**src/rtl/modrmEaPkg.sv**
```systemverilog
package modrmEaPkg;
  localparam int WordW  = 16;
  localparam int ByteW  = 8;
  localparam int FieldW = 3;

  typedef enum logic [1:0] {StIdle, StLo, StHi} eaState_e;

  typedef struct packed {
    logic load;        // latch byte, base sum and segment
    logic takeLo;      // store first of two stream bytes
    logic finishShort; // add sign-extended single byte
    logic finishLong;  // add {current byte, stored byte}
  } eaStrobe_t;

  // Number of stream bytes a given addressing byte requires.
  function automatic logic [1:0] dispCount(logic [ByteW-1:0] m);
    case (m[7:6])
      2'b00:   dispCount = (m[2:0] == 3'b110) ? 2'd2 : 2'd0;
      2'b01:   dispCount = 2'd1;
      2'b10:   dispCount = 2'd2;
      default: dispCount = 2'd0;
    endcase
  endfunction

  function automatic logic isDirect(logic [ByteW-1:0] m);
    isDirect = (m[7:6] == 2'b00) && (m[2:0] == 3'b110);
  endfunction
endpackage

```
**src/rtl/modrmEaDatapath.sv**
```systemverilog
module modrmEaDatapath
  import modrmEaPkg::*;
#(
  parameter int WORD_W  = WordW,
  parameter int BYTE_W  = ByteW,
  parameter int FIELD_W = FieldW
) (
  input  logic                clk,
  input  logic                rstN,
  input  eaStrobe_t           strobe,
  input  logic [BYTE_W-1:0]   modrm,
  input  logic [WORD_W-1:0]   regBx,
  input  logic [WORD_W-1:0]   regBp,
  input  logic [WORD_W-1:0]   regSi,
  input  logic [WORD_W-1:0]   regDi,
  input  logic [WORD_W-1:0]   segDs,
  input  logic [WORD_W-1:0]   segSs,
  input  logic [BYTE_W-1:0]   byteData,
  output logic                isReg,
  output logic [FIELD_W-1:0]  regField,
  output logic [FIELD_W-1:0]  rmReg,
  output logic [2*WORD_W-1:0] eaAddr
);
  localparam int ExtW = WORD_W - BYTE_W;

  logic [WORD_W-1:0]   baseNow, segNow, baseQ, segQ;
  logic [BYTE_W-1:0]   loQ;
  logic [2*WORD_W-1:0] addrQ;
  logic [FIELD_W-1:0]  regQ, rmQ;
  logic                isRegQ;
  logic [WORD_W-1:0]   shortDisp, longDisp;

  always_comb begin
    baseNow = '0;
    segNow  = segDs;
    case (modrm[2:0])
      3'd0: baseNow = regBx + regSi;
      3'd1: baseNow = regBx + regDi;
      3'd2: begin baseNow = regBp + regSi; segNow = segSs; end
      3'd3: begin baseNow = regBp + regDi; segNow = segSs; end
      3'd4: baseNow = regSi;
      3'd5: baseNow = regDi;
      3'd6: begin baseNow = regBp; segNow = segSs; end
      default: baseNow = regBx;
    endcase
    if (isDirect(modrm)) begin
      baseNow = '0;
      segNow  = segDs;
    end
  end

  assign shortDisp = {{ExtW{byteData[BYTE_W-1]}}, byteData};
  assign longDisp  = {byteData, loQ};

  always_ff @(posedge clk) begin
    if (!rstN) begin
      baseQ  <= '0;
      segQ   <= '0;
      loQ    <= '0;
      addrQ  <= '0;
      regQ   <= '0;
      rmQ    <= '0;
      isRegQ <= 1'b0;
    end else begin
      if (strobe.load) begin
        regQ   <= modrm[5:3];
        rmQ    <= modrm[2:0];
        isRegQ <= (modrm[7:6] == 2'b11);
        baseQ  <= baseNow;
        segQ   <= segNow;
        if (modrm[7:6] == 2'b11)
          addrQ <= '0;
        else if (dispCount(modrm) == 2'd0)
          addrQ <= {segNow, baseNow};
      end
      if (strobe.takeLo)
        loQ <= byteData;
      if (strobe.finishShort)
        addrQ <= {segQ, baseQ + shortDisp};
      if (strobe.finishLong)
        addrQ <= {segQ, baseQ + longDisp};
    end
  end

  assign isReg    = isRegQ;
  assign regField = regQ;
  assign rmReg    = rmQ;
  assign eaAddr   = addrQ;
endmodule

```
**src/rtl/modrmEaControl.sv**
```systemverilog
module modrmEaControl
  import modrmEaPkg::*;
#(
  parameter int BYTE_W = ByteW
) (
  input  logic              clk,
  input  logic              rstN,
  input  logic              start,
  input  logic [BYTE_W-1:0] modrm,
  input  logic              byteValid,
  output logic              byteReady,
  output logic              done,
  output eaStrobe_t         strobe
);
  eaState_e stateQ, stateD;
  logic     needTwoQ, needTwoD;
  logic     doneQ, doneD;
  logic     accept;

  assign byteReady = (stateQ != StIdle);
  assign accept    = byteReady && byteValid;

  always_comb begin
    stateD   = stateQ;
    needTwoD = needTwoQ;
    doneD    = 1'b0;
    strobe   = '0;
    case (stateQ)
      StIdle: if (start) begin
        strobe.load = 1'b1;
        case (dispCount(modrm))
          2'd0:    doneD = 1'b1;
          2'd1:    begin stateD = StLo; needTwoD = 1'b0; end
          default: begin stateD = StLo; needTwoD = 1'b1; end
        endcase
      end
      StLo: if (accept) begin
        if (needTwoQ) begin
          strobe.takeLo = 1'b1;
          stateD        = StHi;
        end else begin
          strobe.finishShort = 1'b1;
          doneD              = 1'b1;
          stateD             = StIdle;
        end
      end
      StHi: if (accept) begin
        strobe.finishLong = 1'b1;
        doneD             = 1'b1;
        stateD            = StIdle;
      end
      default: stateD = StIdle;
    endcase
  end

  always_ff @(posedge clk) begin
    if (!rstN) begin
      stateQ   <= StIdle;
      needTwoQ <= 1'b0;
      doneQ    <= 1'b0;
    end else begin
      stateQ   <= stateD;
      needTwoQ <= needTwoD;
      doneQ    <= doneD;
    end
  end

  assign done = doneQ;
endmodule

```
**src/rtl/modrmEaGen.sv**
```systemverilog
module modrmEaGen
  import modrmEaPkg::*;
#(
  parameter int WORD_W  = WordW,
  parameter int BYTE_W  = ByteW,
  parameter int FIELD_W = FieldW
) (
  input  logic                clk,
  input  logic                rstN,
  input  logic                start,
  input  logic [BYTE_W-1:0]   modrm,
  input  logic [WORD_W-1:0]   regBx,
  input  logic [WORD_W-1:0]   regBp,
  input  logic [WORD_W-1:0]   regSi,
  input  logic [WORD_W-1:0]   regDi,
  input  logic [WORD_W-1:0]   segDs,
  input  logic [WORD_W-1:0]   segSs,
  input  logic                byteValid,
  input  logic [BYTE_W-1:0]   byteData,
  output logic                byteReady,
  output logic                done,
  output logic                isReg,
  output logic [FIELD_W-1:0]  regField,
  output logic [FIELD_W-1:0]  rmReg,
  output logic [2*WORD_W-1:0] eaAddr
);
  eaStrobe_t strobe;

  modrmEaControl #(.BYTE_W(BYTE_W)) uCtrl (
    .clk(clk), .rstN(rstN), .start(start), .modrm(modrm),
    .byteValid(byteValid), .byteReady(byteReady), .done(done),
    .strobe(strobe)
  );

  modrmEaDatapath #(.WORD_W(WORD_W), .BYTE_W(BYTE_W), .FIELD_W(FIELD_W)) uPath (
    .clk(clk), .rstN(rstN), .strobe(strobe), .modrm(modrm),
    .regBx(regBx), .regBp(regBp), .regSi(regSi), .regDi(regDi),
    .segDs(segDs), .segSs(segSs), .byteData(byteData),
    .isReg(isReg), .regField(regField), .rmReg(rmReg), .eaAddr(eaAddr)
  );
endmodule

```
**config.mk**
```make
export PLATFORM = sky130hd
export DESIGN_NAME = modrmEaGen
export DESIGN_NICKNAME = d
export VERILOG_FILES = /design/src/rtl/modrmEaPkg.sv /design/src/rtl/modrmEaDatapath.sv /design/src/rtl/modrmEaControl.sv /design/src/rtl/modrmEaGen.sv
export SDC_FILE = /design/constraint.sdc
export NUM_CORES = 1
export LEC_CHECK = 0
export ABC_AREA = 1
export CAP_MARGIN = 15
export CELL_PAD_IN_SITES_DETAIL_PLACEMENT = 0
export CELL_PAD_IN_SITES_GLOBAL_PLACEMENT = 1
export CORE_MARGIN = 2
export CORE_UTILIZATION = 36
export DETAILED_ROUTE_END_ITERATION = 7
export PLACE_DENSITY_LB_ADDON = 0.15
export SLEW_MARGIN = 0
export SYNTH_ARGS = -nofsm -noshare
export SYNTH_HDL_FRONTEND = slang
export SYNTH_SLANG_ARGS = --single-unit
```
**constraint.sdc**
```tcl
create_clock -name clk -period 3.25 [get_ports clk]
set_input_delay 0.65 -clock clk [delete_from_list [all_inputs] [get_ports clk]]
set_output_delay 0.65 -clock clk [all_outputs]
set_load 0.01 [all_outputs]
```
==> impl_metrics.py <==
metrics = {
    "routing": {
        "post-route-drc-count": 0,
        "num_vias": 9362,
        "avgViaCountPerCell": 5.167,
        "routed_wl_um": 31200,
        "drt_first_pass_iters": 5,
        "routedWlPerCell_um": 17.22,
        "drtIter0Drc": 605,
        "antenna_left": 0,
    },
    "synth": {
        "synth.largest_area_cell": "dfxtp_1",
        "ys_types": 47,
        "ys_top_cells_by_area": "dfxtp_1, nand2_1, ha_1",
        "synth_compound_area_share_pct": 23.74,
        "synthArstFlopShare_pct": 0,
        "synthXorXnorAreaFrac_pct": 1.103,
        "synthAdderAreaFrac_pct": 11.09,
        "ys_seq_area_share_pct": 20.92,
        "synth-edff-count": 0,
        "avgSynthCellArea_um2": 6.058,
        "synth_simple_gate_area_share_pct": 31.70,
        "syn_area_mm2": 0.007943,
        "synthFlopType": "dfxtp_1",
        "ys_ff_latch": 83,
        "synth_top_family_by_area": "simple AND/OR/NAND/NOR gates",
        "yosys.area.top_type_share_pct": 20.92,
        "syn_nets": 1495,
        "ys_warn_count": 0,
        "synthMuxAreaShare_pct": 0.8507,
        "synthCells": 1311,
    },
    "timing": {
        "fin_tns_setup_ns": 0,
        "timing.final.crit_share_pct": 96.58,
        "drv_slew": 0,
        "setup_viol": 0,
        "min_period_ns": 3.139,
        "rsz0062_at_grt": "yes",
        "tightest_slew_ns": 0.9286,
        "finalHoldViolCount": 0,
        "fin_skew_ns": 0.008756,
        "fmax_ghz": 0.3186,
        "maxSlewHeadroom_pct": 38.08,
    },
    "setup_path": {
        "r2r_start": "uPath.baseQ[0]$_SDFFE_PN0P_",
        "slowest_stage": "clkdlybuf4s50_1",
        "worstPathCellList": "clkdlybuf4s50_1 -> inv_2 -> nand3_4 -> buf_12 -> buf_4 -> nand2_1 -> o21ai_1 -> ha_1 -> a21oi_1 -> nand2_1 -> nand2_1 -> nand2_1 -> nand2_1 -> nand2_1 -> nand2_1 -> nand3_1 -> nand3_2 -> nand3_1 -> a21oi_1",
        "critPathLaunch": "modrm[2]",
        "reg2reg_depth": 14,
        "crit_path_start_kind": "input port",
        "crit_end": "uPath.eaAddr[13]$_SDFFE_PN0P_",
        "cp.arrival_ns": 3.41,
        "cp_data_required_time_ns": 3.52,
        "rrSetupSlack_ns": 1.04,
        "slowest_delay_ns": 0.43,
        "crit_fanout": 14,
        "rr_endpoint": "uPath.eaAddr[14]$_SDFFE_PN0P_",
        "worst-setup-path-type": "in -> reg",
        "cp-end-kind": "flop",
        "cp_common_cell": "nand2_1",
    },
    "cts": {
        "clock_path_buffers": 2,
        "cts_buffers": 9,
        "h-tree-depth": 3,
        "hold_buffers": 0,
        "clock_sinks": 83,
        "root_buffer": "clkbuf_16",
        "cts_tree": "yes",
        "clkTransAtPathRegs_ns": 0.06,
        "insertion_delay_ns": 0.34,
    },
    "floorplan": {
        "rows": 54,
        "die-height_um": 152.5,
        "die_w_um": 152.5,
        "core_mm2": 0.02176,
        "die_area_mm2": 0.02327,
        "pin_count": 157,
        "initial_core_util_pct": 36.51,
    },
    "pwr": {
        "finalPower_w": 0.003783,
        "peakVddDrop_v": 0.0002319,
        "leakagePower_nw": 5.324,
        "power.density_mw_per_mm2": 347.0,
    },
    "finish": {
        "antenna_cells": 0,
        "final_util_pct": 50.11,
        "fin_cells": 1812,
        "area_growth_pct": 37.26,
        "drive_gt1_share_pct": 11.55,
        "nets": 1712,
    },
    "grt": {
        "grt_max_degree": 55,
        "grt_pass1_wl_um": 48410,
        "grt-ovfl-total": 0,
        "grt_usage_pct": 26.05,
        "grt_pass1_vias": 8627,
        "antenna_found_initial": 0,
    },
    "run": {
        "cap_viol_max_count": 0,
    },
    "place": {
        "io_buffers": 156,
        "place_inst": 1792,
        "gp_congestion": 0.9290,
        "dp_hpwl_um": 24950,
    },
    "run_status": {
        "outcome": "finished, final reports clean",
    },
    "min_path": {
        "hp-class": "reg -> reg",
    },
}
-- registers in the layout, indices dropped and copies added, names as in the netlist --
name            flops
uPath.eaAddr       32
uPath.baseQ        16
uPath.segQ         16
uPath.loQ           8
uPath.regField      3
uPath.rmReg         3
uCtrl.stateQ        2
uCtrl.done          1
uCtrl.needTwoQ      1
uPath.isReg         1
-- report_power, final --
part / switching, W / internal, W / total, W
clock network: 0.000431 / 0.000543 / 0.000974
logic: 0.000934 / 0.000709 / 0.00164
registers: 0.0000632 / 0.00110 / 0.00117
-- critical path, delay by kind of cell --
kind | cells | cell delay, ns
AO/OA/AOI/OAI | 3 | 0.43
adder cells (fa/ha/maj) | 1 | 0.32
buffers and inverters | 4 | 0.88
AND/OR/NAND/NOR | 11 | 1.14
-- cell families (layout without fill, tap and decap cells) --
| family | count (synthesis) | count (layout) |
|---|---|---|
| AO/OA/AOI/OAI | 344 | 344 |
| XOR/XNOR | 10 | 10 |
| adder cells (fa/ha/maj) | 68 | 68 |
| buffers and inverters | 214 | 435 |
| flip-flops | 83 | 83 |
| multiplexers | 6 | 6 |
| AND/OR/NAND/NOR | 586 | 586 |
-- synth_stat cells (2+ instances only) --
library cell	number
nor2_2	4
fa_1	4
buf_6	2
nand3b_1	8
buf_4	4
a221oi_1	5
buf_1	4
a21o_1	4
nand2_1	288
o21bai_1	4
o31ai_1	2
clkbuf_1	31
inv_1	164
a31oi_1	3
and3_1	2
nand4_1	12
xor2_1	7
o21ai_1	11
nor3_1	5
dfxtp_1	83
a211oi_1	18
o21ai_0	151
mux2_2	6
a21oi_1	133
inv_2	2
a221oi_2	5
or2_2	9
o22ai_1	2
buf_2	5
xnor2_1	3
nand3_1	121
nor2_1	131
ha_1	64
-- layer usage --
metal	GRT usage (%)	wire length, um	vias up
met4	5.203	516	0
li1	-	-	4834
met3	4.579	1979	29
met1	38.25	15180	4210
met5	0	0	-
met2	40.13	13530	289
-- final cells by class --
class | count | area (um^2)
fillers | 2298 | 10850
multi-input cells | 1014 | 5613
repair buffers | 252 | 2365
flip-flops and latches | 83 | 1662
inverters | 168 | 633.1
well taps | 280 | 350.3
clock buffers | 11 | 242.7
clock inverters | 4 | 36.28
-- per-stage QoR --
| stage | setup WS [ns] | hold slack, ns | instance area [um^2] |
|---|---|---|---|
| final | 0.1112 | 0.4525 | 10900 |
| after global routing | -0.05378 | 0.4717 | 10900 |
| after CTS | 0.006617 | 0.4548 | 10640 |
| after detailed placement | -0.4332 | 0.4470 | 10350 |
| after global placement | -0.4085 | 0.4452 | 10350 |
| after floorplan | 0.2775 | 0.4280 | 7943 |
-- what timing repair did --
action / CTS / global route
buffers inserted: 0 / 2
endpoints found under the setup margin: 9 / 24
pin swaps: 0 / 11
resized for setup: 5 / 51
cloned: 0 / 3
-- worst min-delay path by stage --
stage / start / to / slack, ns / cells after the start
after floorplan: uPath.loQ[2]$_SDFFE_PN0P_ / uPath.loQ[2]$_SDFFE_PN0P_ / 0.43 / 2
after global placement: uPath.loQ[7]$_SDFFE_PN0P_ / uPath.loQ[7]$_SDFFE_PN0P_ / 0.45 / 2
after detailed placement: uPath.loQ[4]$_SDFFE_PN0P_ / uPath.loQ[4]$_SDFFE_PN0P_ / 0.45 / 2
after CTS: uPath.loQ[4]$_SDFFE_PN0P_ / uPath.loQ[4]$_SDFFE_PN0P_ / 0.45 / 2
after global routing: uPath.loQ[4]$_SDFFE_PN0P_ / uPath.loQ[4]$_SDFFE_PN0P_ / 0.47 / 2
final: uPath.loQ[6]$_SDFFE_PN0P_ / uPath.loQ[6]$_SDFFE_PN0P_ / 0.45 / 2
-- layout by cell type, fill, tap and decap left out, types with 3 or more instances in the layout --
cell type and count:
a211oi_1 18, a21o_1 4, a21oi_1 128, a21oi_2 4, a221oi_1 5, a221oi_2 5
a31oi_1 3, buf_4 91, clkbuf_16 12, clkdlybuf4s50_1 154, dfxtp_1 83, fa_1 3
ha_1 60, ha_2 4, inv_1 163, inv_2 3, mux2_2 6, nand2_1 286
nand2_2 3, nand3_1 104, nand3_2 14, nand3_4 4, nand3b_1 8, nand4_1 12
nor2_1 130, nor2_2 5, nor3_1 4, o21ai_0 136, o21ai_1 24, o21ai_2 3
o21bai_1 4, or2_2 9, xnor2_1 3, xor2_1 7
Note: power is estimated with default switching activity, not from simulation.
